## config.mk

```make
export PLATFORM = sky130hd
export DESIGN_NAME = irq_dma_steer
export DESIGN_NICKNAME = d
export VERILOG_FILES = /design/src/rtl/steer_pkg.sv /design/src/rtl/steer_prio.sv /design/src/rtl/steer_regs.sv /design/src/rtl/steer_issue.sv /design/src/rtl/irq_dma_steer.sv
export SDC_FILE = /design/constraint.sdc
export NUM_CORES = 1
export LEC_CHECK = 0
export BUFFER_PORTS_ARGS = -buffer_cell sky130_fd_sc_hd__buf_2
export CORE_UTILIZATION = 25
export CTS_BUF_LIST = sky130_fd_sc_hd__clkbuf_2 sky130_fd_sc_hd__clkbuf_4 sky130_fd_sc_hd__clkbuf_8
export DETAILED_ROUTE_END_ITERATION = 8
export PLACE_DENSITY = 0.47
export SLEW_MARGIN = 10
export SYNTH_ARGS = -nofsm -noshare
export SYNTH_HDL_FRONTEND = slang
export SYNTH_HIERARCHICAL = 1
export SYNTH_SLANG_ARGS = --single-unit
export TNS_END_PERCENT = 100
```

## constraint.sdc

```tcl
create_clock -name clk -period 2.15 [get_ports clk]
set_input_delay 0.215 -clock clk [delete_from_list [all_inputs] [get_ports clk]]
set_output_delay 0.215 -clock clk [all_outputs]
set_load 0.01 [all_outputs]
```

## src/rtl/steer_pkg.sv

```systemverilog
package steer_pkg;

  typedef enum logic [1:0] {
    ST_IDLE = 2'd0,
    ST_REQ  = 2'd1,
    ST_WAIT = 2'd2
  } issue_st_e;

  typedef enum logic [1:0] {
    BK_FLAG = 2'd0,
    BK_DREQ = 2'd1,
    BK_DEN  = 2'd2,
    BK_IEN  = 2'd3
  } bank_e;

  typedef struct packed {
    logic cnt_zero;
    logic int_en;
  } done_stat_t;

endpackage

```

## src/rtl/steer_prio.sv

```systemverilog
module steer_prio #(
  parameter int N     = 26,
  parameter int IDX_W = 5
) (
  input  logic [N-1:0]     cand,
  output logic             any,
  output logic [IDX_W-1:0] idx
);

  // lowest index wins: scan downward so the last hit is the smallest
  always_comb begin
    any = |cand;
    idx = '0;
    for (int k = N - 1; k >= 0; k--) begin
      if (cand[k]) idx = IDX_W'(k);
    end
  end

endmodule

```

## src/rtl/steer_regs.sv

```systemverilog
module steer_regs
  import steer_pkg::*;
#(
  parameter int NUM_SRC = 26,
  parameter int BYTE_W  = 2,
  parameter int IDX_W   = 5
) (
  input  logic               clk,
  input  logic               rst_n,
  input  logic [NUM_SRC-1:0] factor_evt,
  input  logic               reg_wr,
  input  bank_e              bank,
  input  logic [BYTE_W-1:0]  byte_sel,
  input  logic [7:0]         reg_wdata,
  output logic [7:0]         reg_rdata,
  input  logic               done_fire,
  input  logic [IDX_W-1:0]   done_idx,
  input  done_stat_t         stat,
  output logic [NUM_SRC-1:0] flag_o,
  output logic [NUM_SRC-1:0] req_o,
  output logic [NUM_SRC-1:0] en_o,
  output logic [NUM_SRC-1:0] ie_o
);

  localparam int BYTES = 1 << BYTE_W;
  localparam int PADW  = BYTES * 8;

  for (genvar i = 0; i < NUM_SRC; i++) begin : g_src
    logic f_q, r_q, e_q, i_q;
    logic wsel, hit, keep_int, zero_quiet;

    assign wsel       = reg_wr && (byte_sel == BYTE_W'(i / 8));
    assign hit        = done_fire && (done_idx == IDX_W'(i));
    assign keep_int   = stat.cnt_zero && stat.int_en;
    assign zero_quiet = stat.cnt_zero && !stat.int_en;

    always_ff @(posedge clk or negedge rst_n) begin
      if (!rst_n) begin
        f_q <= 1'b0;
        r_q <= 1'b0;
        e_q <= 1'b0;
        i_q <= 1'b0;
      end else begin
        // flag: event > completion > software clear
        if (factor_evt[i]) begin
          f_q <= 1'b1;
        end else if (hit) begin
          if (!keep_int) f_q <= 1'b0;
        end else if (wsel && bank == BK_FLAG && reg_wdata[i % 8]) begin
          f_q <= 1'b0;
        end
        if (hit && keep_int) r_q <= 1'b0;
        else if (wsel && bank == BK_DREQ) r_q <= reg_wdata[i % 8];
        if (hit && zero_quiet) e_q <= 1'b0;
        else if (wsel && bank == BK_DEN) e_q <= reg_wdata[i % 8];
        if (wsel && bank == BK_IEN) i_q <= reg_wdata[i % 8];
      end
    end

    assign flag_o[i] = f_q;
    assign req_o[i]  = r_q;
    assign en_o[i]   = e_q;
    assign ie_o[i]   = i_q;
  end

  logic [PADW-1:0] bank_vec;
  always_comb begin
    case (bank)
      BK_FLAG: bank_vec = PADW'(flag_o);
      BK_DREQ: bank_vec = PADW'(req_o);
      BK_DEN:  bank_vec = PADW'(en_o);
      default: bank_vec = PADW'(ie_o);
    endcase
  end
  assign reg_rdata = bank_vec[{byte_sel, 3'b000} +: 8];

  a_r3_event_sets_flag: assert property (@(posedge clk) disable iff (!rst_n)
    |factor_evt |=> ((flag_o & $past(factor_evt)) == $past(factor_evt)));

  a_r7_nonzero_clears_flag: assert property (@(posedge clk) disable iff (!rst_n)
    done_fire && !stat.cnt_zero && !factor_evt[done_idx] |=> !flag_o[$past(done_idx)]);

  a_r8_last_clears_req: assert property (@(posedge clk) disable iff (!rst_n)
    done_fire && stat.cnt_zero && stat.int_en |=> !req_o[$past(done_idx)]);

  a_r9_quiet_clears_en: assert property (@(posedge clk) disable iff (!rst_n)
    done_fire && stat.cnt_zero && !stat.int_en |=> !en_o[$past(done_idx)]);

endmodule

```

## src/rtl/steer_issue.sv

```systemverilog
module steer_issue
  import steer_pkg::*;
#(
  parameter int N       = 26,
  parameter int IDX_W   = 5,
  parameter int CH_W    = 6,
  parameter int BASE_CH = 32
) (
  input  logic             clk,
  input  logic             rst_n,
  input  logic             pick_any,
  input  logic [IDX_W-1:0] pick_idx,
  input  logic             ready,
  input  logic             done,
  output logic             valid,
  output logic [CH_W-1:0]  ch,
  output logic [IDX_W-1:0] cur_idx,
  output logic             busy,
  output logic             done_fire
);

  issue_st_e        st_q;
  logic [IDX_W-1:0] cur_q;

  always_ff @(posedge clk or negedge rst_n) begin
    if (!rst_n) begin
      st_q  <= ST_IDLE;
      cur_q <= '0;
    end else begin
      case (st_q)
        ST_IDLE: if (pick_any) begin
          cur_q <= pick_idx;
          st_q  <= ST_REQ;
        end
        ST_REQ:  if (ready) st_q <= ST_WAIT;
        ST_WAIT: if (done) st_q <= ST_IDLE;
        default: st_q <= ST_IDLE;
      endcase
    end
  end

  assign valid     = (st_q == ST_REQ);
  assign busy      = (st_q != ST_IDLE);
  assign done_fire = (st_q == ST_WAIT) && done;
  assign cur_idx   = cur_q;
  assign ch        = CH_W'(BASE_CH) + CH_W'(cur_q);

  a_r5_hold_until_ready: assert property (@(posedge clk) disable iff (!rst_n)
    valid && !ready |=> valid && $stable(ch));

  a_r5_channel_in_range: assert property (@(posedge clk) disable iff (!rst_n)
    valid |-> (int'(ch) >= BASE_CH) && (int'(ch) < BASE_CH + N));

endmodule

```

## src/rtl/irq_dma_steer.sv

```systemverilog
module irq_dma_steer
  import steer_pkg::*;
#(
  parameter int NUM_SRC = 26,
  parameter int BASE_CH = 32,
  parameter int CH_W    = 6,
  parameter int ADDR_W  = 2 + $clog2((NUM_SRC + 7) / 8)
) (
  input  logic               clk,
  input  logic               rst_n,
  input  logic [NUM_SRC-1:0] factor_evt,
  input  logic               reg_wr,
  input  logic [ADDR_W-1:0]  reg_addr,
  input  logic [7:0]         reg_wdata,
  output logic [7:0]         reg_rdata,
  output logic               dma_req_valid,
  input  logic               dma_req_ready,
  output logic [CH_W-1:0]    dma_req_ch,
  input  logic               dma_done,
  input  logic               dma_cnt_zero,
  input  logic               dma_int_en,
  output logic [NUM_SRC-1:0] cpu_irq
);

  localparam int BYTE_W = ADDR_W - 2;
  localparam int IDX_W  = $clog2(NUM_SRC);

  logic [NUM_SRC-1:0] flag, req, en, ie, steered, cand, inflight;
  logic               pick_any, busy, done_fire;
  logic [IDX_W-1:0]   pick_idx, cur_idx;
  done_stat_t         stat;
  bank_e              bank;

  assign bank = bank_e'(reg_addr[ADDR_W-1 -: 2]);
  assign stat = '{cnt_zero: dma_cnt_zero, int_en: dma_int_en};

  steer_regs #(.NUM_SRC(NUM_SRC), .BYTE_W(BYTE_W), .IDX_W(IDX_W)) u_regs (
    .clk(clk), .rst_n(rst_n), .factor_evt(factor_evt),
    .reg_wr(reg_wr), .bank(bank), .byte_sel(reg_addr[BYTE_W-1:0]),
    .reg_wdata(reg_wdata), .reg_rdata(reg_rdata),
    .done_fire(done_fire), .done_idx(cur_idx), .stat(stat),
    .flag_o(flag), .req_o(req), .en_o(en), .ie_o(ie)
  );

  assign steered = req & en;
  assign cand    = flag & steered;

  steer_prio #(.N(NUM_SRC), .IDX_W(IDX_W)) u_prio (
    .cand(cand), .any(pick_any), .idx(pick_idx)
  );

  steer_issue #(.N(NUM_SRC), .IDX_W(IDX_W), .CH_W(CH_W), .BASE_CH(BASE_CH)) u_issue (
    .clk(clk), .rst_n(rst_n), .pick_any(pick_any), .pick_idx(pick_idx),
    .ready(dma_req_ready), .done(dma_done), .valid(dma_req_valid),
    .ch(dma_req_ch), .cur_idx(cur_idx), .busy(busy), .done_fire(done_fire)
  );

  always_comb begin
    inflight = '0;
    if (busy) inflight[cur_idx] = 1'b1;
  end

  assign cpu_irq = flag & ie & ~steered & ~inflight;

endmodule

```

# Word-level counts from Yosys, hierarchy flattened
# Cells that the tools add are included.
dict set report word_totals {
  regBits 111
  input_bits 45
  output_inout_bits 41
  wordCells 637
}
dict set report op_classes {
  add_sub_neg 1
  n_lt_le_gt_ge 2
  eq_ne 62
  n_shift 1
  mux 217
  bitwise 7
  reduce_logical 241
}
# cell count
set ops {}
lappend ops {{2-to-1 mux 1 bit} 184}
lappend ops {{AND 26 bit} 5}
lappend ops {{2-to-1 mux 5 bit} 26}
lappend ops {{logical AND 1 bit} 128}
lappend ops {{nonzero test 2 bit} 53}
lappend ops {{inequality test 3 bit, second input constant} 26}
lappend ops {{case mux 26 bit (3 select lines)} 1}
lappend ops {{nonzero test 3 bit} 26}
lappend ops {{AND reduction 2 bit} 27}
lappend ops {{inverter 26 bit} 2}
lappend ops {{== test 5 bit, second input constant} 10}
lappend ops {{== test 5 x 4 -> 1 bit, second input constant} 8}
lappend ops {{variable part select 32 x 6 -> 8 bit} 1}
lappend ops {{2-to-1 mux 26 bit} 1}
lappend ops {{OR reduction 26 bit} 1}
lappend ops {{== test 5 x 3 -> 1 bit, second input constant} 4}
lappend ops {{== test 2 bit, second input constant} 5}
lappend ops {{== test 5 x 2 -> 1 bit, second input constant} 2}
lappend ops {{adder 6 x 5 -> 6 bit, first input constant} 1}
lappend ops {{== test 2 x 1 -> 1 bit, second input constant} 3}
lappend ops {{zero test 2 bit} 3}
lappend ops {{less-than comparator 5 x 6 -> 1 bit, second input constant} 1}
lappend ops {{2-to-1 mux 2 bit} 3}
lappend ops {{case mux 2 bit (3 select lines)} 1}
lappend ops {{other kinds (8)} 9}

# Logic depth before layout (Yosys ltp)
dict set report logic_depth {
  ltp_word 28
  mapped_depth 8
  mapped_depth_nobuf 7
}

# By module
# The synthesis kept the hierarchy.
# module n_inst cells_each area_per_inst_um2 seq_area_each_um2
set by_module_without_submodules {}
lappend by_module_without_submodules {steer_regs 1 694 6765.2 2602.5}
lappend by_module_without_submodules {irq_dma_steer 1 92 648.1 0.0}
lappend by_module_without_submodules {steer_issue 1 29 352.8 175.2}
lappend by_module_without_submodules {steer_prio 1 56 305.3 0.0}

# Worst setup path before layout
# No wires, ideal clock.
dict set report synth_timing {
  path_kind {flip-flop to flip-flop}
  startpoint {register u_regs.g_src[7].r_q}
  endpoint {register u_issue.cur_q[0], in the netlist u_issue/cur_idx[0]}
  setup_ns 0.125
  arrival_time_ns 1.876
  required_time_ns 2.025
  path_slack_ns 0.149
  path_stages_with_launch 9
  path_buffers 1
  period_less_slack_ns 2.001
  path_cell_list {dfrtp_1 > buf_4 > and3_1 > nor4_1 > nand3_1 > nand2b_1 > nand2b_1 > nor3b_4 > mux2_2}
}
dict set report synth_via {
  word_cells_on_any_way 12
  cone_classes {mux (8); bitwise (2); reduce/logical (2)}
}
# element line_no
set synth_rtl {}
lappend synth_rtl {{from (decl)} steer_regs.sv:29} ;# logic f_q, r_q, e_q, i_q;
lappend synth_rtl {{from (signal assigned)} steer_regs.sv:53} ;# else if (wsel && bank == BK_DREQ) r_q <= reg_wdata[i % 8];
lappend synth_rtl {{AND 26 bit} irq_dma_steer.sv:45} ;# assign steered = req & en;
lappend synth_rtl {{AND 26 bit} irq_dma_steer.sv:46} ;# assign cand = flag & steered;
lappend synth_rtl {{via cand[7]} irq_dma_steer.sv:28} ;# logic [NUM_SRC-1:0] flag, req, en, ie, steered, cand, inflight;
lappend synth_rtl {{OR reduction 26 bit} steer_prio.sv:12} ;# any = |cand;
lappend synth_rtl {{via pick_any} irq_dma_steer.sv:29} ;# logic pick_any, busy, done_fire;
lappend synth_rtl {{AND reduction 2 bit (no source line)} -}
lappend synth_rtl {{to (signal assigned)} steer_issue.sv:32} ;# cur_q <= pick_idx;
lappend synth_rtl {{to (decl)} steer_issue.sv:23} ;# logic [IDX_W-1:0] cur_q;
# The timed path passes the listed nets, and every way through them passes these cells.
# A chain may end at the register's enable or synchronous reset.

# Final worst setup path
dict set report layout_timing {
  startpoint {register u_regs.g_src[13].f_q}
  endpoint {output reg_rdata[5]}
}
dict set report layout_via {
  elab_chain_cells 2
}
# element line_no
set layout_rtl {}
lappend layout_rtl {{from (decl)} steer_regs.sv:29}
lappend layout_rtl {{from (signal assigned)} steer_regs.sv:39} ;# f_q <= 1'b0;
lappend layout_rtl {{from (signal assigned)} steer_regs.sv:46} ;# f_q <= 1'b1;
lappend layout_rtl {{from (signal assigned)} steer_regs.sv:48} ;# if (!keep_int) f_q <= 1'b0;
lappend layout_rtl {{case mux 26 bit (3 select lines)} steer_regs.sv:68} ;# case (bank)
lappend layout_rtl {{variable part select 32 x 6 -> 8 bit} steer_regs.sv:75} ;# assign reg_rdata = bank_vec[{byte_sel, 3'b000} +: 8];
lappend layout_rtl {{to (decl)} irq_dma_steer.sv:15} ;# output logic [7:0] reg_rdata,
# Every way passes these cells.

==> tab_implementation.tex <==
\begin{tabular}{lr}
\hline
Metric & Value \\
\hline
\multicolumn{2}{l}{\textbf{Floorplan}} \\
I/O pin cnt & 86 \\
Die outline width & 182 um \\
Die boundary height & 182 um \\
Effective utilization at floorplan & 25.5\% \\
Core ar. & 31600 sq um \\
Count of standard-cell rows & 65 \\
DIE AREA & 33000 sq um \\
\multicolumn{2}{l}{\textbf{GRT}} \\
Global routing usage on met2 & 30.4\% \\
First-pass GRT wire length & 46700 um \\
Initial antenna violation count & 0 \\
Met3 Usage GRT & 2.99\% \\
Overall fraction of global-route tracks in use & 19.2\% \\
Number of global-route vias before repair & 7228 \\
Gr busiest metal & met2 \\
Global routing met1 resource utilization & 25.6\% \\
Pin count of the biggest net entering global routing & 45 \\
Overflow left after global routing & 0 \\
\multicolumn{2}{l}{\textbf{Drt}} \\
Antenna viol nets, final & 0 \\
1st-iter DRT viols & 606 \\
Mean number of vias per cell & 5.48 \\
Iteration count of the initial detailed-routing pass & 5 \\
Post-detailed-routing wire length & 31700 um \\
DR DRC count & 0 \\
Via count & 7421 \\
Routed wire per std cell & 23.4 um \\
\multicolumn{2}{l}{\textbf{Yosys}} \\
Most frequently used flop master after synthesis & dfrtp\_1 \\
Synthesis-stage register bit count & 111 \\
Number of flops mapped to enable cells by yosys & 0 \\
Dominant cells by area after synthesis & dfrtp\_1, buf\_4, mux4\_2 \\
Nets in the synthesized netlist & 916 \\
Cell type contributing the most total cell area after synthesis & dfrtp\_1 \\
Yosys top cell area share & 34.4\% \\
Cell count after synthesis & 871 \\
Per-instance average area after synthesis & 9.27 sq um \\
Synth cell types & 61 \\
Netlist area before placement & 8070 sq um \\
Number of warnings reported in the yosys synthesis log & 6 \\
Async set-reset flop share out of synthesis & 100\% \\
Proportion of synthesized chip area in sequential cells & 34.4\% \\
\multicolumn{2}{l}{\textbf{STA}} \\
Final worst clock skew & 0.0161 ns \\
Worst relative slew slack & 59.6\% \\
Final setup violation count & 0 \\
Slew at the pin with the worst max-slew slack & 0.606 ns \\
Highest Clock Rate & 0.467 GHz \\
Final worst path period share & 99.7\% \\
Number of endpoints with negative hold slack in the final report & 0 \\
Max-slew violation count & 0 \\
Final critical-path required period & 2.14 ns \\
Setup repair after global routing missed its margin & yes \\
\multicolumn{2}{l}{\textbf{Worst setup path}} \\
Launch instance of the worst register-to-register path & u\_issue/st\_q[0]\$\_DFFE\_PN0P\_ \\
Worst endpoint data arrival time & 1.93 ns \\
Critical path startpoint & u\_regs/g\_src[13].f\_q\$\_DFFE\_PN0P\_ \\
Startpoint types & flip-flop \\
CP Max Fanout & 2 \\
Data required, critical path & 1.93 ns \\
Category of the critical setup timing path & reg2out \\
Crit path capture type & output port \\
\multicolumn{2}{l}{\textbf{Placed design}} \\
Cell area reported after detailed placement & 8850 sq um \\
Placer congestion estimate & 0.859 \\
HPWL reported at the end of detailed placement & 22800 um \\
Total placed cells including tap cells & 1298 \\
I/O Buffers & 84 \\
\multicolumn{2}{l}{\textbf{Layout}} \\
Post-Layout Cell Count & 1354 \\
Post-route cell area & 9890 sq um \\
Ratio of cells with drive above 1 in the final layout & 37.3\% \\
FILL cells & 3298 \\
Leading cell types in the layout, fill and taps excluded & buf\_4, dfrtp\_1, buf\_2 \\
Number of nets in the layout & 992 \\
Synthesis-to-layout area growth & 22.6\% \\
Most common cell after layout, fill and taps aside & buf\_4 \\
Diode insertion count for antenna repair & 0 \\
\multicolumn{2}{l}{\textbf{Power and ir drop}} \\
Cell internal pwr & 5.34 mW \\
Sequential power share & 31.9\% \\
Power Density & 917 nW/um\^{}2 \\
Worst IR Drop VDD & 0.406 mV \\
Clock group share of total power & 15.7\% \\
P\_sw & 3.74 mW \\
Share of total power consumed by net switching & 41.2\% \\
Static leakage power & 3.87 nW \\
Fraction of power consumed by combinational cells & 52.4\% \\
\multicolumn{2}{l}{\textbf{Clock network}} \\
TritonCTS Sinks & 111 \\
Number of buffers on the longest clock path & 2 \\
Number of clock buffers inserted by TritonCTS & 9 \\
Insertion delay to the later sink of the worst-skew pair & 0.41 ns \\
Clock slew seen by the registers of the worst setup and hold paths & 0.12 ns \\
Root buf cell & clkbuf\_8 \\
Deepest level of the CTS H-tree & 3 \\
Clock tree from TritonCTS & done \\
\multicolumn{2}{l}{\textbf{Hold path}} \\
Worst Hold Class & in2reg \\
Worst Hold Launch & factor\_evt[20] \\
\multicolumn{2}{l}{\textbf{Run}} \\
Max Cap Violations & 0 \\
\multicolumn{2}{l}{\textbf{Status}} \\
Status & finished, final reports clean \\
\hline
\end{tabular}
==> cell usage after synthesis, types with 2 or more instances <==
library cell  number
nor2_4             2
dfrtp_1          111
mux2_2             5
buf_1              2
mux2_1            26
a22oi_1            8
clkbuf_1          35
a31o_1            21
o2111ai_1         26
o211ai_1           2
o31ai_1            2
inv_1              6
mux4_2            26
and3_1            30
nor3b_4            2
a21o_1             6
nand4b_1           2
nand2_1           50
o31a_1             5
and3b_1            8
buf_2             31
o21ai_1           13
nand3b_1           6
nor3_1            78
nand2b_1          10
buf_4            113
nor2_1            23
nand4bb_1          2
a211oi_1           2
a21oi_1           57
or3_1              5
a221oi_1          19
nor2b_1            7
o21ai_0           27
nor3b_1            6
or3b_1             2
nor4bb_1           2
nor3b_2            2
nand3_1           57
a221oi_2           9
nor4_1             5
==> metal layers <==
| layer | up-vias | share of wire [%] |
|---|---|---|
| li1 | 3314 | - |
| met5 | - | 0 |
| met1 | 3727 | 44 |
| met3 | 73 | 6.3 |
| met2 | 307 | 46 |
| met4 | 0 | 4.2 |
==> worst max-delay path, cell delays in order (launching register included) <==
cell	delay, ns
dfrtp_1	0.41
buf_6	0.12
mux4_2	0.51
a22oi_2	0.22
nand2_1	0.10
buf_2	0.15
==> cell families after synthesis <==
family / after synthesis / share of synthesized area (%)
buffers and inverters: 188 / 14.6
other: 1 / 0.0465
flip-flops: 111 / 34.4
AO/OA/AOI/OAI: 202 / 17.8
AND/OR/NAND/NOR: 312 / 21.6
multiplexers: 57 / 11.6
==> flip-flops by register name, indices dropped and copies added (netlist names) <==
signal and count:
u_regs/g_src.r_q 26, u_regs/g_src.i_q 26, u_regs/g_src.f_q 26, u_issue/cur_idx 5, u_regs/g_src.e_q 26, u_issue/st_q 2
==> power groups by stage <==
stage / Combinational, mW / Clock [mW] / Sequential [mW]
floorplan: 2.61 / 0 / 2.80
global placement: 3.90 / 0 / 2.91
detailed placement: 3.91 / 0 / 2.93
CTS: 4.35 / 1.48 / 2.88
global route: 5.05 / 1.54 / 2.95
finish: 4.75 / 1.42 / 2.90
==> through the flow <==
step / power [mW] / TNS (ns) / worst slack (ns) / utilization (%) / hold WS, ns
after global routing: 9.54 / -0.213 / -0.0399 / 31.3 / 0.00939
final: 9.07 / 0 / 0.00719 / 31.3 / 0.0279
after CTS: 8.72 / -0.0556 / -0.0259 / 30.1 / 0.00697
after floorplan: 5.41 / 0 / 0.149 / - / -0.0806
after global placement: 6.81 / -0.242 / -0.0752 / 28.0 / 0.154
after detailed placement: 6.84 / -0.396 / -0.0853 / 28.0 / 0.154
==> cell type report <==
class | count | area [sq um] | share of cell area [%]
tap | 402 | 503 | 5.08
sequential | 111 | 2780 | 28.1
timing repair buffer | 247 | 1870 | 18.9
clock buffer | 11 | 151 | 1.53
inverter | 6 | 22.5 | 0.228
clock inverter | 5 | 63.8 | 0.645
multi-input combinational | 572 | 4500 | 45.5
==> final timing paths <==
kind                                                    endpoint  slack [ns]  cells after the start
max in group asynchronous       u_regs/g_src[18].e_q$_DFFE_PN0P_        1.18                      3
worst max register to register  u_regs/g_src[14].f_q$_DFFE_PN0P_        0.06                      8
worst min register to register   u_regs/g_src[8].i_q$_DFFE_PN0P_        0.52                      1
min in group asynchronous        u_regs/g_src[9].f_q$_DFFE_PN0P_        0.27                      2
worst min-delay path            u_regs/g_src[20].f_q$_DFFE_PN0P_        0.03                      2
worst max-delay path                                reg_rdata[5]       0.007                      5
==> what timing repair did <==
item / CTS / global route
gates resized for setup: 45 / 50
setup buffers: 9 / 17
gates cloned: 0 / 2
pin swaps: 11 / 23
hold endpoints to repair: 33 / 0
endpoints found under the setup margin: 32 / 39
hold buffers: 15 / 0
No activity file was read; power rests on OpenSTA's default activity.
